--- src/rtl/cdma_pkg.sv ---
package cdma_pkg;

    localparam int WORD_W  = 32;
    localparam int BYTE_N  = WORD_W / 8;

    typedef enum logic [1:0] {
        ST_IDLE,
        ST_RUN,
        ST_FINISH,
        ST_ABORT
    } cdma_state_e;

    // Reverse the byte order of one word.
    function automatic logic [WORD_W-1:0] byte_rev(input logic [WORD_W-1:0] w);
        logic [WORD_W-1:0] r;
        for (int b = 0; b < BYTE_N; b++) begin
            r[b*8 +: 8] = w[(BYTE_N-1-b)*8 +: 8];
        end
        return r;
    endfunction

endpackage

--- src/rtl/cdma_fifo.sv ---
module cdma_fifo #(
    parameter int W     = 32,
    parameter int DEPTH = 4
) (
    input  logic         clk,
    input  logic         rst_n,
    input  logic         flush,
    input  logic         push,
    input  logic [W-1:0] din,
    output logic         full,
    input  logic         pop,
    output logic [W-1:0] dout,
    output logic         empty
);
    localparam int PW = (DEPTH > 1) ? $clog2(DEPTH) : 1;
    localparam int CW = $clog2(DEPTH + 1);

    logic [W-1:0]  mem_q [DEPTH];
    logic [PW-1:0] wp_q, rp_q;
    logic [CW-1:0] cnt_q;
    logic          do_push, do_pop;

    assign full    = (cnt_q == CW'(DEPTH));
    assign empty   = (cnt_q == '0);
    assign do_push = push && !full;
    assign do_pop  = pop && !empty;
    assign dout    = mem_q[rp_q];

    function automatic logic [PW-1:0] step(input logic [PW-1:0] p);
        return (p == PW'(DEPTH - 1)) ? '0 : p + 1'b1;
    endfunction

    always_ff @(posedge clk or negedge rst_n) begin
        if (!rst_n) begin
            wp_q  <= '0;
            rp_q  <= '0;
            cnt_q <= '0;
        end else if (flush) begin
            wp_q  <= '0;
            rp_q  <= '0;
            cnt_q <= '0;
        end else begin
            if (do_push) wp_q <= step(wp_q);
            if (do_pop)  rp_q <= step(rp_q);
            unique case ({do_push, do_pop})
                2'b10:   cnt_q <= cnt_q + 1'b1;
                2'b01:   cnt_q <= cnt_q - 1'b1;
                default: cnt_q <= cnt_q;
            endcase
        end
    end

    always_ff @(posedge clk) begin
        if (do_push) mem_q[wp_q] <= din;
    end

endmodule

--- src/rtl/cdma_rd_path.sv ---
module cdma_rd_path
    import cdma_pkg::*;
#(
    parameter int AW    = 32,
    parameter int LW    = 16,
    parameter int DEPTH = 4
) (
    input  logic              clk,
    input  logic              rst_n,
    input  logic              load,
    input  logic              flush,
    input  logic              run,
    input  logic [AW-1:0]     base,
    input  logic [LW-1:0]     len,
    input  logic              incr_in,
    input  logic              swap_in,
    output logic              rd_req,
    output logic [AW-1:0]     rd_addr,
    input  logic              rd_gnt,
    input  logic [WORD_W-1:0] rd_rdata,
    input  logic              rd_err,
    output logic              ci_valid,
    output logic [WORD_W-1:0] ci_data,
    input  logic              ci_ready,
    output logic              fault
);
    logic [AW-1:0]     addr_q;
    logic [LW-1:0]     issued_q;
    logic              incr_q, swap_q;
    logic              fire, push, full, empty;
    logic [WORD_W-1:0] wdata;

    assign rd_req  = run && (issued_q != len) && !full;
    assign rd_addr = addr_q;
    assign fire    = rd_req && rd_gnt;
    assign push    = fire && !rd_err;
    assign fault   = fire && rd_err;
    assign wdata   = swap_q ? byte_rev(rd_rdata) : rd_rdata;

    always_ff @(posedge clk or negedge rst_n) begin
        if (!rst_n) begin
            addr_q   <= '0;
            issued_q <= '0;
            incr_q   <= 1'b0;
            swap_q   <= 1'b0;
        end else if (load) begin
            addr_q   <= {base[AW-1:2], 2'b00};
            issued_q <= '0;
            incr_q   <= incr_in;
            swap_q   <= swap_in;
        end else if (push) begin
            issued_q <= issued_q + 1'b1;
            if (incr_q) addr_q <= addr_q + AW'(4);
        end
    end

    cdma_fifo #(.W(WORD_W), .DEPTH(DEPTH)) u_fifo (
        .clk   (clk),
        .rst_n (rst_n),
        .flush (flush),
        .push  (push),
        .din   (wdata),
        .full  (full),
        .pop   (ci_valid && ci_ready),
        .dout  (ci_data),
        .empty (empty)
    );

    assign ci_valid = run && !empty;

endmodule

--- src/rtl/cdma_wr_path.sv ---
module cdma_wr_path
    import cdma_pkg::*;
#(
    parameter int AW = 32,
    parameter int LW = 16
) (
    input  logic              clk,
    input  logic              rst_n,
    input  logic              load,
    input  logic              flush,
    input  logic              run,
    input  logic [AW-1:0]     base,
    input  logic [LW-1:0]     len,
    input  logic              incr_in,
    input  logic              swap_in,
    input  logic              co_valid,
    input  logic [WORD_W-1:0] co_data,
    output logic              co_ready,
    output logic              wr_req,
    output logic [AW-1:0]     wr_addr,
    output logic [WORD_W-1:0] wr_data,
    input  logic              wr_gnt,
    input  logic              wr_err,
    output logic              fault,
    output logic              last
);
    logic [AW-1:0]     addr_q;
    logic [LW-1:0]     cnt_q;
    logic              incr_q, swap_q;
    logic              hold_v_q;
    logic [WORD_W-1:0] hold_d_q;
    logic              fire, good;

    assign co_ready = run && !hold_v_q;
    assign wr_req   = run && hold_v_q;
    assign wr_addr  = addr_q;
    assign wr_data  = hold_d_q;
    assign fire     = wr_req && wr_gnt;
    assign good     = fire && !wr_err;
    assign fault    = fire && wr_err;
    assign last     = good && (cnt_q == len - LW'(1));

    always_ff @(posedge clk or negedge rst_n) begin
        if (!rst_n) begin
            addr_q   <= '0;
            cnt_q    <= '0;
            incr_q   <= 1'b0;
            swap_q   <= 1'b0;
            hold_v_q <= 1'b0;
            hold_d_q <= '0;
        end else if (load) begin
            addr_q   <= {base[AW-1:2], 2'b00};
            cnt_q    <= '0;
            incr_q   <= incr_in;
            swap_q   <= swap_in;
            hold_v_q <= 1'b0;
        end else if (flush) begin
            hold_v_q <= 1'b0;
        end else begin
            if (co_valid && co_ready) begin
                hold_v_q <= 1'b1;
                hold_d_q <= swap_q ? byte_rev(co_data) : co_data;
            end else if (good) begin
                hold_v_q <= 1'b0;
                cnt_q    <= cnt_q + 1'b1;
                if (incr_q) addr_q <= addr_q + AW'(4);
            end
        end
    end

endmodule

--- src/rtl/cdma_ctrl.sv ---
module cdma_ctrl
    import cdma_pkg::*;
#(
    parameter int LW = 16
) (
    input  logic          clk,
    input  logic          rst_n,
    input  logic          start,
    input  logic [LW-1:0] len_in,
    input  logic          rd_fault,
    input  logic          wr_fault,
    input  logic          wr_last,
    output logic [LW-1:0] len_q,
    output logic          load,
    output logic          flush,
    output logic          run,
    output logic          busy,
    output logic          done,
    output logic          error
);
    cdma_state_e st_q, st_d;

    always_ff @(posedge clk or negedge rst_n) begin
        if (!rst_n) begin
            st_q  <= ST_IDLE;
            len_q <= '0;
        end else begin
            st_q <= st_d;
            if (load) len_q <= len_in;
        end
    end

    always_comb begin
        st_d = st_q;
        unique case (st_q)
            ST_IDLE:   if (start) st_d = (len_in == '0) ? ST_FINISH : ST_RUN;
            ST_RUN: begin
                if (rd_fault || wr_fault) st_d = ST_ABORT;
                else if (wr_last)         st_d = ST_FINISH;
            end
            ST_FINISH: st_d = ST_IDLE;
            ST_ABORT:  st_d = ST_IDLE;
            default:   st_d = ST_IDLE;
        endcase
    end

    always_comb begin
        load  = (st_q == ST_IDLE) && start;
        flush = load || (st_q == ST_ABORT);
        run   = (st_q == ST_RUN);
        busy  = (st_q != ST_IDLE);
        done  = (st_q == ST_FINISH);
        error = (st_q == ST_ABORT);
    end

endmodule

--- src/rtl/cipher_dma_chan.sv ---
module cipher_dma_chan
    import cdma_pkg::*;
#(
    parameter int AW    = 32,
    parameter int LW    = 16,
    parameter int DEPTH = 4
) (
    input  logic              clk,
    input  logic              rst_n,
    input  logic              start,
    input  logic [LW-1:0]     len_words,
    input  logic [AW-1:0]     rx_base,
    input  logic [AW-1:0]     tx_base,
    input  logic              rx_incr,
    input  logic              tx_incr,
    input  logic              rx_swap,
    input  logic              tx_swap,
    output logic              busy,
    output logic              done,
    output logic              error,
    output logic              rd_req,
    output logic [AW-1:0]     rd_addr,
    input  logic              rd_gnt,
    input  logic [WORD_W-1:0] rd_rdata,
    input  logic              rd_err,
    output logic              ci_valid,
    output logic [WORD_W-1:0] ci_data,
    input  logic              ci_ready,
    input  logic              co_valid,
    input  logic [WORD_W-1:0] co_data,
    output logic              co_ready,
    output logic              wr_req,
    output logic [AW-1:0]     wr_addr,
    output logic [WORD_W-1:0] wr_data,
    input  logic              wr_gnt,
    input  logic              wr_err
);
    logic [LW-1:0] len_q;
    logic          load, flush, run;
    logic          rd_fault, wr_fault, wr_last;

    cdma_ctrl #(.LW(LW)) u_ctrl (
        .clk      (clk),
        .rst_n    (rst_n),
        .start    (start),
        .len_in   (len_words),
        .rd_fault (rd_fault),
        .wr_fault (wr_fault),
        .wr_last  (wr_last),
        .len_q    (len_q),
        .load     (load),
        .flush    (flush),
        .run      (run),
        .busy     (busy),
        .done     (done),
        .error    (error)
    );

    cdma_rd_path #(.AW(AW), .LW(LW), .DEPTH(DEPTH)) u_rd (
        .clk      (clk),
        .rst_n    (rst_n),
        .load     (load),
        .flush    (flush),
        .run      (run),
        .base     (rx_base),
        .len      (len_q),
        .incr_in  (rx_incr),
        .swap_in  (rx_swap),
        .rd_req   (rd_req),
        .rd_addr  (rd_addr),
        .rd_gnt   (rd_gnt),
        .rd_rdata (rd_rdata),
        .rd_err   (rd_err),
        .ci_valid (ci_valid),
        .ci_data  (ci_data),
        .ci_ready (ci_ready),
        .fault    (rd_fault)
    );

    cdma_wr_path #(.AW(AW), .LW(LW)) u_wr (
        .clk      (clk),
        .rst_n    (rst_n),
        .load     (load),
        .flush    (flush),
        .run      (run),
        .base     (tx_base),
        .len      (len_q),
        .incr_in  (tx_incr),
        .swap_in  (tx_swap),
        .co_valid (co_valid),
        .co_data  (co_data),
        .co_ready (co_ready),
        .wr_req   (wr_req),
        .wr_addr  (wr_addr),
        .wr_data  (wr_data),
        .wr_gnt   (wr_gnt),
        .wr_err   (wr_err),
        .fault    (wr_fault),
        .last     (wr_last)
    );

endmodule

--- config.mk ---
export PLATFORM = sky130hd
export DESIGN_NAME = cipher_dma_chan
export DESIGN_NICKNAME = d
export VERILOG_FILES = /design/src/rtl/cdma_pkg.sv /design/src/rtl/cdma_fifo.sv /design/src/rtl/cdma_rd_path.sv /design/src/rtl/cdma_wr_path.sv /design/src/rtl/cdma_ctrl.sv /design/src/rtl/cipher_dma_chan.sv
export SDC_FILE = /design/constraint.sdc
export NUM_CORES = 1
export LEC_CHECK = 0
export BUFFER_PORTS_ARGS = -buffer_cell sky130_fd_sc_hd__buf_4
export CAP_MARGIN = 20
export CORE_MARGIN = 1.5
export CORE_UTILIZATION = 59
export CTS_BUF_LIST = sky130_fd_sc_hd__clkbuf_16
export CTS_CLUSTER_SIZE = 10
export DETAILED_ROUTE_END_ITERATION = 6
export PLACE_DENSITY = 0.85
export SKIP_LAST_GASP = 1
export SLEW_MARGIN = 20
export SYNTH_ARGS = -nofsm -noshare
export SYNTH_HDL_FRONTEND = slang
export SYNTH_SLANG_ARGS = --single-unit
export TNS_END_PERCENT = 30
--- constraint.sdc ---
create_clock -name clk -period 5.2 [get_ports clk]
set_input_delay 1.3 -clock clk [delete_from_list [all_inputs] [get_ports clk]]
set_output_delay 1.3 -clock clk [all_outputs]
set_load 0.1 [all_outputs]
== Word level (Yosys, flattened, before mapping) ==
Memories as Yosys holds them, arrays and structs flattened.
Index checks and enable logic that the tools add are counted.

* RAM bits: 128
* Word-level logic and storage cells: 118
* Memories kept: 1
* Register bits after elaboration: 158
* Input port bits: 157
* Output and inout port bits: 135

* Add/subtract/negate cells: 9
* Muxes and demuxes: 35
* Bitwise gates (word level): 2
* Reduce and logical (&&, ||, !) cells: 42
* Eq/ne operators: 14

{| class="wikitable"
|+ Memories
! memory !! words !! bits a word !! read ports !! clocked after Yosys merged registers in !! write ports !! line !! RTL
|-
| u_rd.u_fifo.mem_q || 4 || 32 || 1 || 0 || 1 || cdma_fifo.sv:18 || <nowiki>logic [W-1:0] mem_q [DEPTH];</nowiki>
|}

{| class="wikitable"
|+ Operators by type and width
! kind !! count
|-
| 32-bit two-way mux || 10
|-
| 16-bit two-way mux || 6
|-
| 32-bit by 3-bit adder with 32-bit output, second input constant || 2
|-
| 16-bit by 1-bit adder with 16-bit output, second input constant || 2
|-
| 2-bit two-way mux || 10
|-
| 1-bit logical AND || 17
|-
| 16-bit equality test || 1
|-
| 16-bit zero test || 1
|-
| 16-bit inequality test || 1
|-
| 16-bit by 1-bit subtractor with 16-bit output, second input constant || 1
|-
| 2-bit nonzero test || 7
|-
| 2-bit equality test, second input constant || 5
|-
| 1-bit two-way mux || 6
|-
| 2-bit inequality test, second input constant || 3
|-
| 2-bit one-hot mux with 3 select lines || 1
|-
| 3-bit one-hot mux with 2 select lines || 1
|-
| 3-bit AND reduction || 2
|-
| 1-bit zero test || 5
|-
| 2-bit by 1-bit adder with 2-bit output, second input constant || 2
|-
| 2-bit by 1-bit equality test with 1-bit output, second input constant || 2
|-
| 2-bit AND reduction || 2
|-
| 4-bit AND reduction || 1
|-
| 4-bit nonzero test || 1
|-
| 3-bit by 1-bit adder with 3-bit output, second input constant || 1
|-
| 10 further kinds || 12
|}

== Logic depth before layout (Yosys ltp) ==
Gate-level depths: netlist of run 1.

* Depth after elaboration: 9
* Depth in mapped cells: 13
* Gate-level depth less buffers: 9

== By module ==
Synthesis of run 1 repeated with hierarchy kept, for this count alone.

* Cell total of the unflattened synthesis: 1149
* Area, all modules: 13917.1 µm²

{| class="wikitable"
|+ Modules (own cells, without submodules)
! module !! times used !! cells each !! seq. area each (µm²) !! area each (µm²)
|-
| cdma_fifo || 1 || 230 || 4018.9 || 5190.0
|-
| cdma_wr_path || 1 || 507 || 2026.9 || 4654.5
|-
| cdma_rd_path || 1 || 358 || 1201.2 || 3309.4
|-
| cdma_ctrl || 1 || 54 || 450.4 || 763.2
|}

== Worst setup path before layout of run 1 ==
OpenSTA, ideal clock, no wires.

* Kind: flip-flop to output port
* From: reg u_ctrl.len_q[6]
* To: out rd_req
* Setup slack: 1.745 ns
* Required time: 3.900 ns
* Arrival time: 2.155 ns
* Stages on the path, launching flop included: 6
* Buffers on the path: 1
* Cell sequence: dfrtp_1 > clkbuf_1 > xnor2_1 > nand4_1 > nor4_2 > nor2_1

* Cells in the longest elaborated chain, start to end: 3

{| class="wikitable"
|+ Ends and longest elaborated chain
! item !! line !! RTL
|-
| start: declaration || cdma_ctrl.sv:13 || <nowiki>output logic [LW-1:0] len_q,</nowiki>
|-
| start signal: assignment || cdma_ctrl.sv:29 || <nowiki>if (load) len_q <= len_in;</nowiki>
|-
| 16-bit inequality test || cdma_rd_path.sv:33 || <nowiki>assign rd_req = run && (issued_q != len) && !full;</nowiki>
|-
| 1-bit logical AND (2 in series) || cdma_rd_path.sv:33 ||
|-
| end: declaration || cipher_dma_chan.sv:21 || <nowiki>output logic rd_req,</nowiki>
|}

Every way passes these cells.

== Final worst setup path of run 1 ==
* From: reg u_rd.u_fifo.rp_q[0]
* To: out ci_data[5]

* Cells in the longest elaborated chain, start to end: 1

{| class="wikitable"
|+ Ends and longest elaborated chain
! item !! line !! RTL
|-
| start: declaration || cdma_fifo.sv:19 || <nowiki>logic [PW-1:0] wp_q, rp_q;</nowiki>
|-
| start signal: assignment || cdma_fifo.sv:44 || <nowiki>if (do_pop) rp_q <= step(rp_q);</nowiki>
|-
| memory 4 x 32 bit || -- ||
|-
| end: declaration || cipher_dma_chan.sv:27 || <nowiki>output logic [WORD_W-1:0] ci_data,</nowiki>
|}

Every way passes these cells.

==> results of run 1 <==
==> stage by stage <==
stage,hold slack (ns),cells
finish,0.4953,1800
global route,0.5434,1800
CTS,0.5022,1800
detailed placement,0.4916,1744
global placement,0.4584,1744
floorplan,0.4718,1208
==> cells by family after synthesis <==
group           after synthesis
simple gates                453
flops                       282
compound gates              167
mux                         104
buf+inv                      96
xor+xnor                     91
fa+ha+maj                    11
other cells                   1
==> how the worst max path moves through the flow <==
| stage | startpoint | to | slack [ns] | cells after the start |
|---|---|---|---|---|
| finish | u_rd.u_fifo.rp_q[0] | ci_data[5] | 1.32 | 3 |
| detailed placement | rd_err | u_rd.u_fifo.cnt_q[2] | 1.37 | 9 |
| floorplan | u_ctrl.len_q[6] | rd_req | 1.74 | 5 |
| CTS | u_rd.u_fifo.rp_q[0] | ci_data[5] | 1.24 | 3 |
| global route | u_rd.u_fifo.rp_q[0] | ci_data[5] | 1.15 | 3 |
| global placement | rd_err | u_rd.u_fifo.cnt_q[2] | 1.41 | 9 |
==> state kept, by name, summed over array words and instances (netlist names), 2 cells and up <==
signal,cells
u_ctrl.st_q,2
u_rd.issued_q,16
u_ctrl.len_q,16
u_rd.rd_addr,30
u_wr.wr_data,32
u_rd.u_fifo.rp_q,2
u_wr.cnt_q,16
u_rd.u_fifo.cnt_q,3
u_rd.u_fifo.wp_q,2
u_rd.u_fifo.mem_q,128
u_wr.wr_addr,30
==> worst max-delay path, delay by kind of cell (launching register included) <==
family / cells / cell delay, ns
buf+inv: 2 / 0.68
mux: 1 / 0.59
flops: 1 / 0.81
==> cells in the mapped netlist (4+ instances only) <==
| master | number |
|---|---|
| dfrtp_1 | 154 |
| nand2_1 | 154 |
| edfxtp_1 | 128 |
| nor2_1 | 96 |
| o21ai_0 | 56 |
| clkbuf_1 | 54 |
| a21oi_1 | 53 |
| xnor2_1 | 46 |
| xor2_1 | 44 |
| nand3_1 | 41 |
| mux2i_1 | 40 |
| mux2_2 | 32 |
| mux4_2 | 32 |
| nand4_1 | 29 |
| inv_1 | 21 |
| a31oi_1 | 19 |
| nor3_1 | 19 |
| nor4_1 | 18 |
| or4_1 | 17 |
| o31ai_1 | 16 |
| and3_1 | 15 |
| or3_1 | 14 |
| and2_1 | 12 |
| and4_1 | 10 |
| ha_1 | 10 |
| buf_1 | 9 |
| buf_2 | 7 |
| nand2b_1 | 6 |
| nand3b_1 | 6 |
| buf_4 | 4 |
| o41ai_1 | 4 |
==> metal layers <==
layer | vias up | GRT usage, % | routed length, um
met5 | - | 0 | 0
met4 | 0 | 8.526 | 925
li1 | 4922 | - | -
met1 | 5108 | 36.06 | 13230
met3 | 68 | 7.750 | 3140
met2 | 435 | 46.90 | 16570
==> cell type report <==
| class | count | area [sq um] |
|---|---|---|
| sequential | 282 | 7700 |
| multi-input combinational | 830 | 5702 |
| fill | 1481 | 5695 |
| timing repair buffer | 298 | 2253 |
| clock buffer | 34 | 850.8 |
| tap | 313 | 391.6 |
| clock inverter | 22 | 106.4 |
| inverter | 21 | 78.83 |
==> flow_summary_export.csv, run 1 <==
group,metric,value,unit
logic_synthesis,synth_top_area_cell,"dfrtp_1",
outcome,status,"complete, no violations",
timing,setup_ws,1.316,ns
timing,grt_setup_unrepaired,"false",
detailed_routing,via_count,10533,
worst_setup_path,rrSetupSlack,1.98,ns
grt,grt_pass1_vias,10268,
hold_path,worstHoldStart,"u_rd.swap_q",
logic_synthesis,synthXorXnorAreaFrac,5.890,%
worst_setup_path,path_class,"reg2out",
logic_synthesis,async_reset_ff_share,54.61,%
cts,worstSkewPairLatency,0.51,ns
finish,antenna_cells,0,
worst_setup_path,crit_top_cell,"buf_4",
grt,antenna_found_initial,0,
grt,grt_usage,28.11,%
place,place_ws,1.367,ns
cts,cts_resized,0,
timing,final_hold_viol_count,0,
finish,design_area,17080,sq um
finish,drive_above_1_share,28.04,%
worst_setup_path,cp-start-kind,"register",
cts,clk_pin_slew,0.05,ns
timing,fin_skew,0.01525,ns
finish,final_core_util,75.00,%
timing,period_minus_slack,3.884,ns
cts,htree_levels,2,
logic_synthesis,synth_top_area_share,28.00,%
logic_synthesis,synth_flop_cell,"dfrtp_1",
logic_synthesis,seq_area_frac_synth,55.92,%
run,cap_violations,0,
worst_setup_path,r2r_start,"u_ctrl.len_q[10]",
logic_synthesis,synth-seq-cells,282,
logic_synthesis,synthAdderAreaFrac,1.054,%
timing,slew_headroom,36.27,%
place,dp_hpwl,23.02,mm
worst_setup_path,cp_slowest_cell,"dfrtp_2",
place,dpl_cell_area,16120,sq um
finish,layout_common_cells,"296 x buf_4, 154 x nand2_1, 152 x dfrtp_1",
logic_synthesis,yosysWarnings,0,
worst_setup_path,r2r_end,"u_rd.u_fifo.cnt_q[2]",
detailed_routing,dr.pass1.iters,5,
logic_synthesis,synthesis.area,13760,sq um
floorplan,start_util,60.43,%
timing,fmax,257.5,MHz
timing,timing.final.crit_share,74.70,%
finish,nets,1635,
logic_synthesis,syn_inst,1205,
hold_path,worstHoldPathCells,2,
timing,setup_violations,0,
grt,grt_max_degree,104,
logic_synthesis,synth_area_leaders,"dfrtp_1 28%, edfxtp_1 28%, mux4_2 5.2%, nand2_1 4.2%, xnor2_1 2.9%",
detailed_routing,drt-wirelength-per-cell,18.81,um
floorplan,core,22780,sq um
worst_setup_path,path_cells,"buf_4, mux4_2, buf_4",
cts,numClockSinks,282,
timing,fin_setup_tns,0,ns
timing,tightest_slew,0.9559,ns
cts,post_cts_buffers,0,
grt,grt_pass1_wl,53.44,mm
worst_setup_path,cp_max_fo,23,
grt,grt_overflow_total,0,
worst_setup_path,slowest_delay,0.81,ns
cts,cts_hold_buf,0,
logic_synthesis,yosys.area_share.simple,16.28,%
finish,final_common_cell,"buf_4",
floorplan,ios,292,
logic_synthesis,ys_types,62,
finish,areaGrowthSynthToFinish,24.11,%
hold_path,hold_class,"reg2reg",
detailed_routing,postRouteWirelength,33.87,mm
floorplan,die_h,155.7,um
worst_setup_path,crit_path_end_kind,"output pin",
place,gp_congestion,0.8994,
floorplan,rows,55,
place,port_buffers,283,
timing,drv_slew,0,
worst_setup_path,reg2reg_depth,11,
detailed_routing,vias_per_cell,5.852,
cts,cts_root_buffer,"clkbuf_16",
logic_synthesis,synth-edff-count,128,
worst_setup_path,required,3.90,ns
hold_path,whs_endpoint,"u_rd.swap_q",
cts,cts_buffers,34,
cts,tritoncts,"built",
floorplan,die_area,24250,sq um
logic_synthesis,synth_compound_area_share,7.218,%
detailed_routing,first_iter_violations,638,
logic_synthesis,synth_top_family_by_area,"simple AND/OR/NAND/NOR gates",
detailed_routing,drc,0,
detailed_routing,ant_nets,0,
logic_synthesis,syn_avg_cell_area,11.42,sq um
cts,cts_buffer_depth,3,
worst_setup_path,arrival,2.58,ns
logic_synthesis,synthMuxAreaShare,10.76,%
floorplan,die-width,155.7,um
Power of run 1 is not shown: default switching activity piles up to over one toggle a cycle in this logic, so the estimate is an artifact.
==> run 2: changes to the inputs <==
--- a/config.mk
+++ b/config.mk
@@ -8,11 +8,11 @@
 export BUFFER_PORTS_ARGS = -buffer_cell sky130_fd_sc_hd__buf_4
 export CAP_MARGIN = 20
 export CORE_MARGIN = 1.5
-export CORE_UTILIZATION = 59
+export CORE_UTILIZATION = 55
 export CTS_BUF_LIST = sky130_fd_sc_hd__clkbuf_16
 export CTS_CLUSTER_SIZE = 10
 export DETAILED_ROUTE_END_ITERATION = 6
-export PLACE_DENSITY = 0.85
+export PLACE_DENSITY = 0.8
 export SKIP_LAST_GASP = 1
 export SLEW_MARGIN = 20
 export SYNTH_ARGS = -nofsm -noshare
==> constraint.sdc (replaced) <==
create_clock -name clk -period 3.95 [get_ports clk]
set_input_delay 0.9875 -clock clk [delete_from_list [all_inputs] [get_ports clk]]
set_output_delay 0.9875 -clock clk [all_outputs]
set_load 0.1 [all_outputs]
==> run 2 against run 1 <==
Highest routed layer unchanged. Worst hold slack got worse by 0.011 ns. Clock skew rose by 0.0021 ns. Critical endpoint is now rd_req. Design area rose by 0.64%. First-iteration DRC count fell by 1.4%.
==> flow_summary_export.csv, run 2 (synthesis gave the netlist of run 1 again) <==
group,metric,value,unit
outcome,status,"complete, no violations",
timing,fmax,294.6,MHz
cts,post_cts_buffers,0,
timing,fin_setup_tns,0,ns
finish,areaGrowthSynthToFinish,24.91,%
finish,nets,1638,
place,dp_hpwl,23.65,mm
floorplan,die-width,161.2,um
floorplan,core,24460,sq um
timing,slew_headroom,33.90,%
grt,grt_overflow_total,0,
finish,top_register,"u_rd.u_fifo.mem_q",
timing,final_hold_viol_count,0,
worst_setup_path,slowest_delay,0.46,ns
worst_setup_path,cp_slowest_cell,"dfrtp_1",
worst_setup_path,path_class,"reg2out",
detailed_routing,ant_nets,0,
timing,timing.final.crit_share,85.93,%
detailed_routing,vias_per_cell,5.733,
grt,use_met1,35.32,%
detailed_routing,dr.pass1.iters,5,
timing,setup_ws,0.5558,ns
grt,grt_usage,26.88,%
grt,grt_pass1_vias,10416,
cts,worstSkewPairLatency,0.51,ns
worst_setup_path,crit_path_end_kind,"output pin",
detailed_routing,drc,0,
cts,cts_resized,0,
timing,drv_slew,0,
grt,grt_pass1_wl,55.56,mm
worst_setup_path,crit_family,"simple AND/OR/NAND/NOR gates",
cts,cts_hold_buf,0,
place,place_ws,0.9526,ns
place,port_buffers,283,
cts,numClockSinks,282,
floorplan,die_area,25980,sq um
finish,drive_above_1_share,28.11,%
finish,largest_reg_flops,128,
detailed_routing,first_iter_violations,629,
timing,setup_violations,0,
grt,antenna_found_initial,0,
cts,tritoncts,"built",
grt,grt_busiest_layer,"met2",
timing,fin_skew,0.01736,ns
worst_setup_path,arrival,2.41,ns
timing,tightest_slew,0.9824,ns
cts,cts_buffers,35,
worst_setup_path,cp-start-kind,"register",
timing,grt_setup_unrepaired,"false",
timing,period_minus_slack,3.394,ns
worst_setup_path,required,2.96,ns
floorplan,die_h,161.2,um
grt,grt_max_degree,89,
run,cap_violations,0,
finish,layout_common_cells,"296 x buf_4, 154 x nand2_1, 153 x dfrtp_1",
worst_setup_path,cp_num_buf_inv,2,
floorplan,ios,292,
worst_setup_path,crit_top_cell,"buf_4",
worst_setup_path,cp_max_fo,16,
hold_path,hold_class,"reg2reg",
place,gp_congestion,0.8636,
detailed_routing,postRouteWirelength,34.87,mm
floorplan,start_util,56.27,%
grt,grt_use_met3,6.780,%
detailed_routing,via_count,10423,
cts,cts_root_buffer,"clkbuf_16",
grt,grt_use_met2,45.26,%
worst_setup_path,path_cells,"xnor2_1, nand4_1, nor4_2, buf_4, nor2_1, buf_4",
finish,antenna_cells,0,
timing,holdWs,0.4840,ns
detailed_routing,drt-wirelength-per-cell,19.18,um
cts,cts_buffer_depth,3,
finish,final_common_cell,"buf_4",
cts,htree_levels,2,
floorplan,rows,57,
cts,clk_pin_slew,0.05,ns
## run 2: metrics by stage
stage / cells / area, sq um / util (%)
2_1_floorplan: 1208 / 13780 / -
3_3_place_gp: 1757 / 16180 / 66.13
3_5_place_dp: 1757 / 16180 / 66.13
4_1_cts: 1818 / 17190 / 70.28
5_1_grt: 1818 / 17190 / 70.28
6_report: 1818 / 17190 / 70.28
## run 2: final cells by class
type	count	area (sq um)
clock buffers	36	900.9
clock inverters	25	113.9
fillers	1754	7269
inverters	21	78.83
multi-input cells	830	5702
flip-flops and latches	282	7699
well taps	324	405.4
repair buffers	300	2293
## run 2: path summary, 6_finish.rpt
path / end / slack, ns / cells after the start / start
worst max register to register: u_rd.u_fifo.cnt_q[2] / 0.92 / 11 / u_ctrl.len_q[0]
min in group asynchronous: u_wr.wr_addr[2] / 0.53 / 1 / rst_n
worst max-delay path: rd_req / 0.56 / 6 / u_ctrl.len_q[0]
max in group asynchronous: u_rd.rd_addr[16] / 2.52 / 2 / rst_n
worst min register to register: u_rd.swap_q / 0.48 / 2 / u_rd.swap_q
worst min-delay path: u_rd.swap_q / 0.48 / 2 / u_rd.swap_q
## run 2: tightest hold or removal path, cell delays in order (launching register included)
cell and delay [ns]:
dfrtp_1 0.34, nand2_1 0.05, nand2_1 0.06
## run 2: layer usage
layer  up-vias  share of wire, %
li1       4924                 -
met2       395                49
met4         0               1.4
met3        37               8.2
met1      5067                41
met5         -                 0
Power of run 2 is left out for the same reason.
==> run 3: changes to the inputs <==
--- a/config.mk
+++ b/config.mk
@@ -12,7 +12,7 @@
 export CTS_BUF_LIST = sky130_fd_sc_hd__clkbuf_16
 export CTS_CLUSTER_SIZE = 10
 export DETAILED_ROUTE_END_ITERATION = 6
-export PLACE_DENSITY = 0.8
+export PLACE_DENSITY = 0.83
 export SKIP_LAST_GASP = 1
 export SLEW_MARGIN = 20
 export SYNTH_ARGS = -nofsm -noshare
==> run 3 against run 2 <==
Clock skew is 0.017 ns higher. Global-route usage rose by 0.56 points. First-iteration DRC count is 0.64% higher. Largest cell class unchanged.
==> flow_summary_export.csv, run 3 (synthesis gave the netlist of run 1 again) <==
group,metric,value,unit
grt,grt_pass1_wl,56.10,mm
finish,areaGrowthSynthToFinish,24.99,%
timing,grt_setup_unrepaired,"false",
worst_setup_path,cp_slowest_cell,"dfrtp_2",
worst_setup_path,slowest_delay,0.85,ns
worst_setup_path,path_cells,"buf_4, mux4_2, buf_4",
timing,tightest_slew,1.105,ns
worst_setup_path,rrSetupSlack,0.90,ns
detailed_routing,drc,0,
floorplan,core,24460,sq um
cts,post_cts_buffers,0,
detailed_routing,dr.pass1.iters,4,
finish,n_fill_cell,1758,
timing,fmax,279.6,MHz
timing,drv_slew,0,
grt,grt_max_degree,91,
grt,grt_overflow_total,0,
timing,period_minus_slack,3.576,ns
worst_setup_path,required,2.96,ns
worst_setup_path,crit_top_cell,"buf_4",
place,dp_hpwl,24.30,mm
hold_path,hold_class,"reg2reg",
finish,antenna_cells,0,
grt,use_met1,35.02,%
grt,grt_use_met3,7.576,%
worst_setup_path,arrival,2.59,ns
detailed_routing,postRouteWirelength,35.50,mm
timing,slew_headroom,26.32,%
floorplan,ios,292,
finish,final_common_cell,"buf_4",
floorplan,die_area,25980,sq um
cts,clk_pin_slew,0.06,ns
finish,largest_reg_flops,128,
worst_setup_path,cp_max_fo,23,
finish,top_register,"u_rd.u_fifo.mem_q",
detailed_routing,ant_nets,0,
timing,setup_violations,0,
detailed_routing,vias_per_cell,5.823,
cts,cts_resized,0,
cts,cts_root_buffer,"clkbuf_16",
cts,cts_buffer_depth,3,
detailed_routing,via_count,10597,
outcome,status,"complete, no violations",
cts,worstSkewPairLatency,0.52,ns
floorplan,die_h,161.2,um
grt,grt_use_met2,46.14,%
detailed_routing,first_iter_violations,633,
finish,layout_common_cells,"299 x buf_4, 154 x nand2_1, 152 x dfrtp_1",
cts,numClockSinks,282,
grt,grt_pass1_vias,10577,
finish,nets,1640,
timing,timing.final.crit_share,90.53,%
floorplan,rows,57,
floorplan,start_util,56.27,%
grt,antenna_found_initial,0,
worst_setup_path,cp-start-kind,"register",
timing,fin_setup_tns,0,ns
grt,grt_usage,27.44,%
finish,drive_above_1_share,28.21,%
place,gp_congestion,0.8885,
cts,cts_hold_buf,0,
cts,htree_levels,2,
timing,fin_skew,0.03482,ns
cts,tritoncts,"built",
timing,final_hold_viol_count,0,
cts,cts_buffers,35,
detailed_routing,drt-wirelength-per-cell,19.51,um
floorplan,die-width,161.2,um
grt,grt_busiest_layer,"met2",
worst_setup_path,crit_path_end_kind,"output pin",
place,port_buffers,283,
worst_setup_path,path_class,"reg2out",
run,cap_violations,0,
==> run 3: worst paths after layout <==
kind                                           start  cells after the start              endpoint
worst min-delay path            u_rd.u_fifo.cnt_q[2]                      1  u_rd.u_fifo.cnt_q[2]
worst max-delay path             u_rd.u_fifo.rp_q[0]                      3            ci_data[2]
worst max register to register       u_ctrl.len_q[0]                     11  u_rd.u_fifo.cnt_q[2]
worst min register to register  u_rd.u_fifo.cnt_q[2]                      1  u_rd.u_fifo.cnt_q[2]
min in group asynchronous                      rst_n                      1      u_wr.wr_addr[10]
max in group asynchronous                      rst_n                      2      u_rd.rd_addr[28]
==> run 3: critical path, delay by kind of cell, from the launching register on <==
family	cells	cell delay, ns
flops	1	0.85
buf+inv	2	0.62
mux	1	0.58
==> run 3: final cells by class <==
class	instances	area (sq um)	area share (%)
flip-flops and latches	282	7700	44.76
clock inverters	26	146.4	0.8509
inverters	21	78.83	0.4582
repair buffers	302	2296	13.35
well taps	324	405.4	2.356
clock buffers	35	875.8	5.091
multi-input cells	830	5702	33.14
==> run 3: stage by stage <==
step                instances  setup slack [ns]  hold slack, ns  cell area (sq um)  util [%]
floorplan                1208            0.7550          0.4718              13780         -
global placement         1759            0.9702          0.4851              16180     66.15
detailed placement       1759            0.9199          0.5063              16180     66.15
CTS                      1820            0.3142          0.5151              17200     70.32
global route             1820            0.2203          0.5468              17200     70.33
finish                   1820            0.3739          0.5205              17200     70.33
==> run 3: per-layer routing <==
layer / share of wire, % / vias up / wire, um
li1: - / 4917 / -
met1: 40 / 5207 / 14300
met2: 49 / 414 / 17360
met3: 8.4 / 59 / 2974
met4: 2.4 / 0 / 864
met5: 0 / - / 0
Power of run 3 is left out for the same reason.
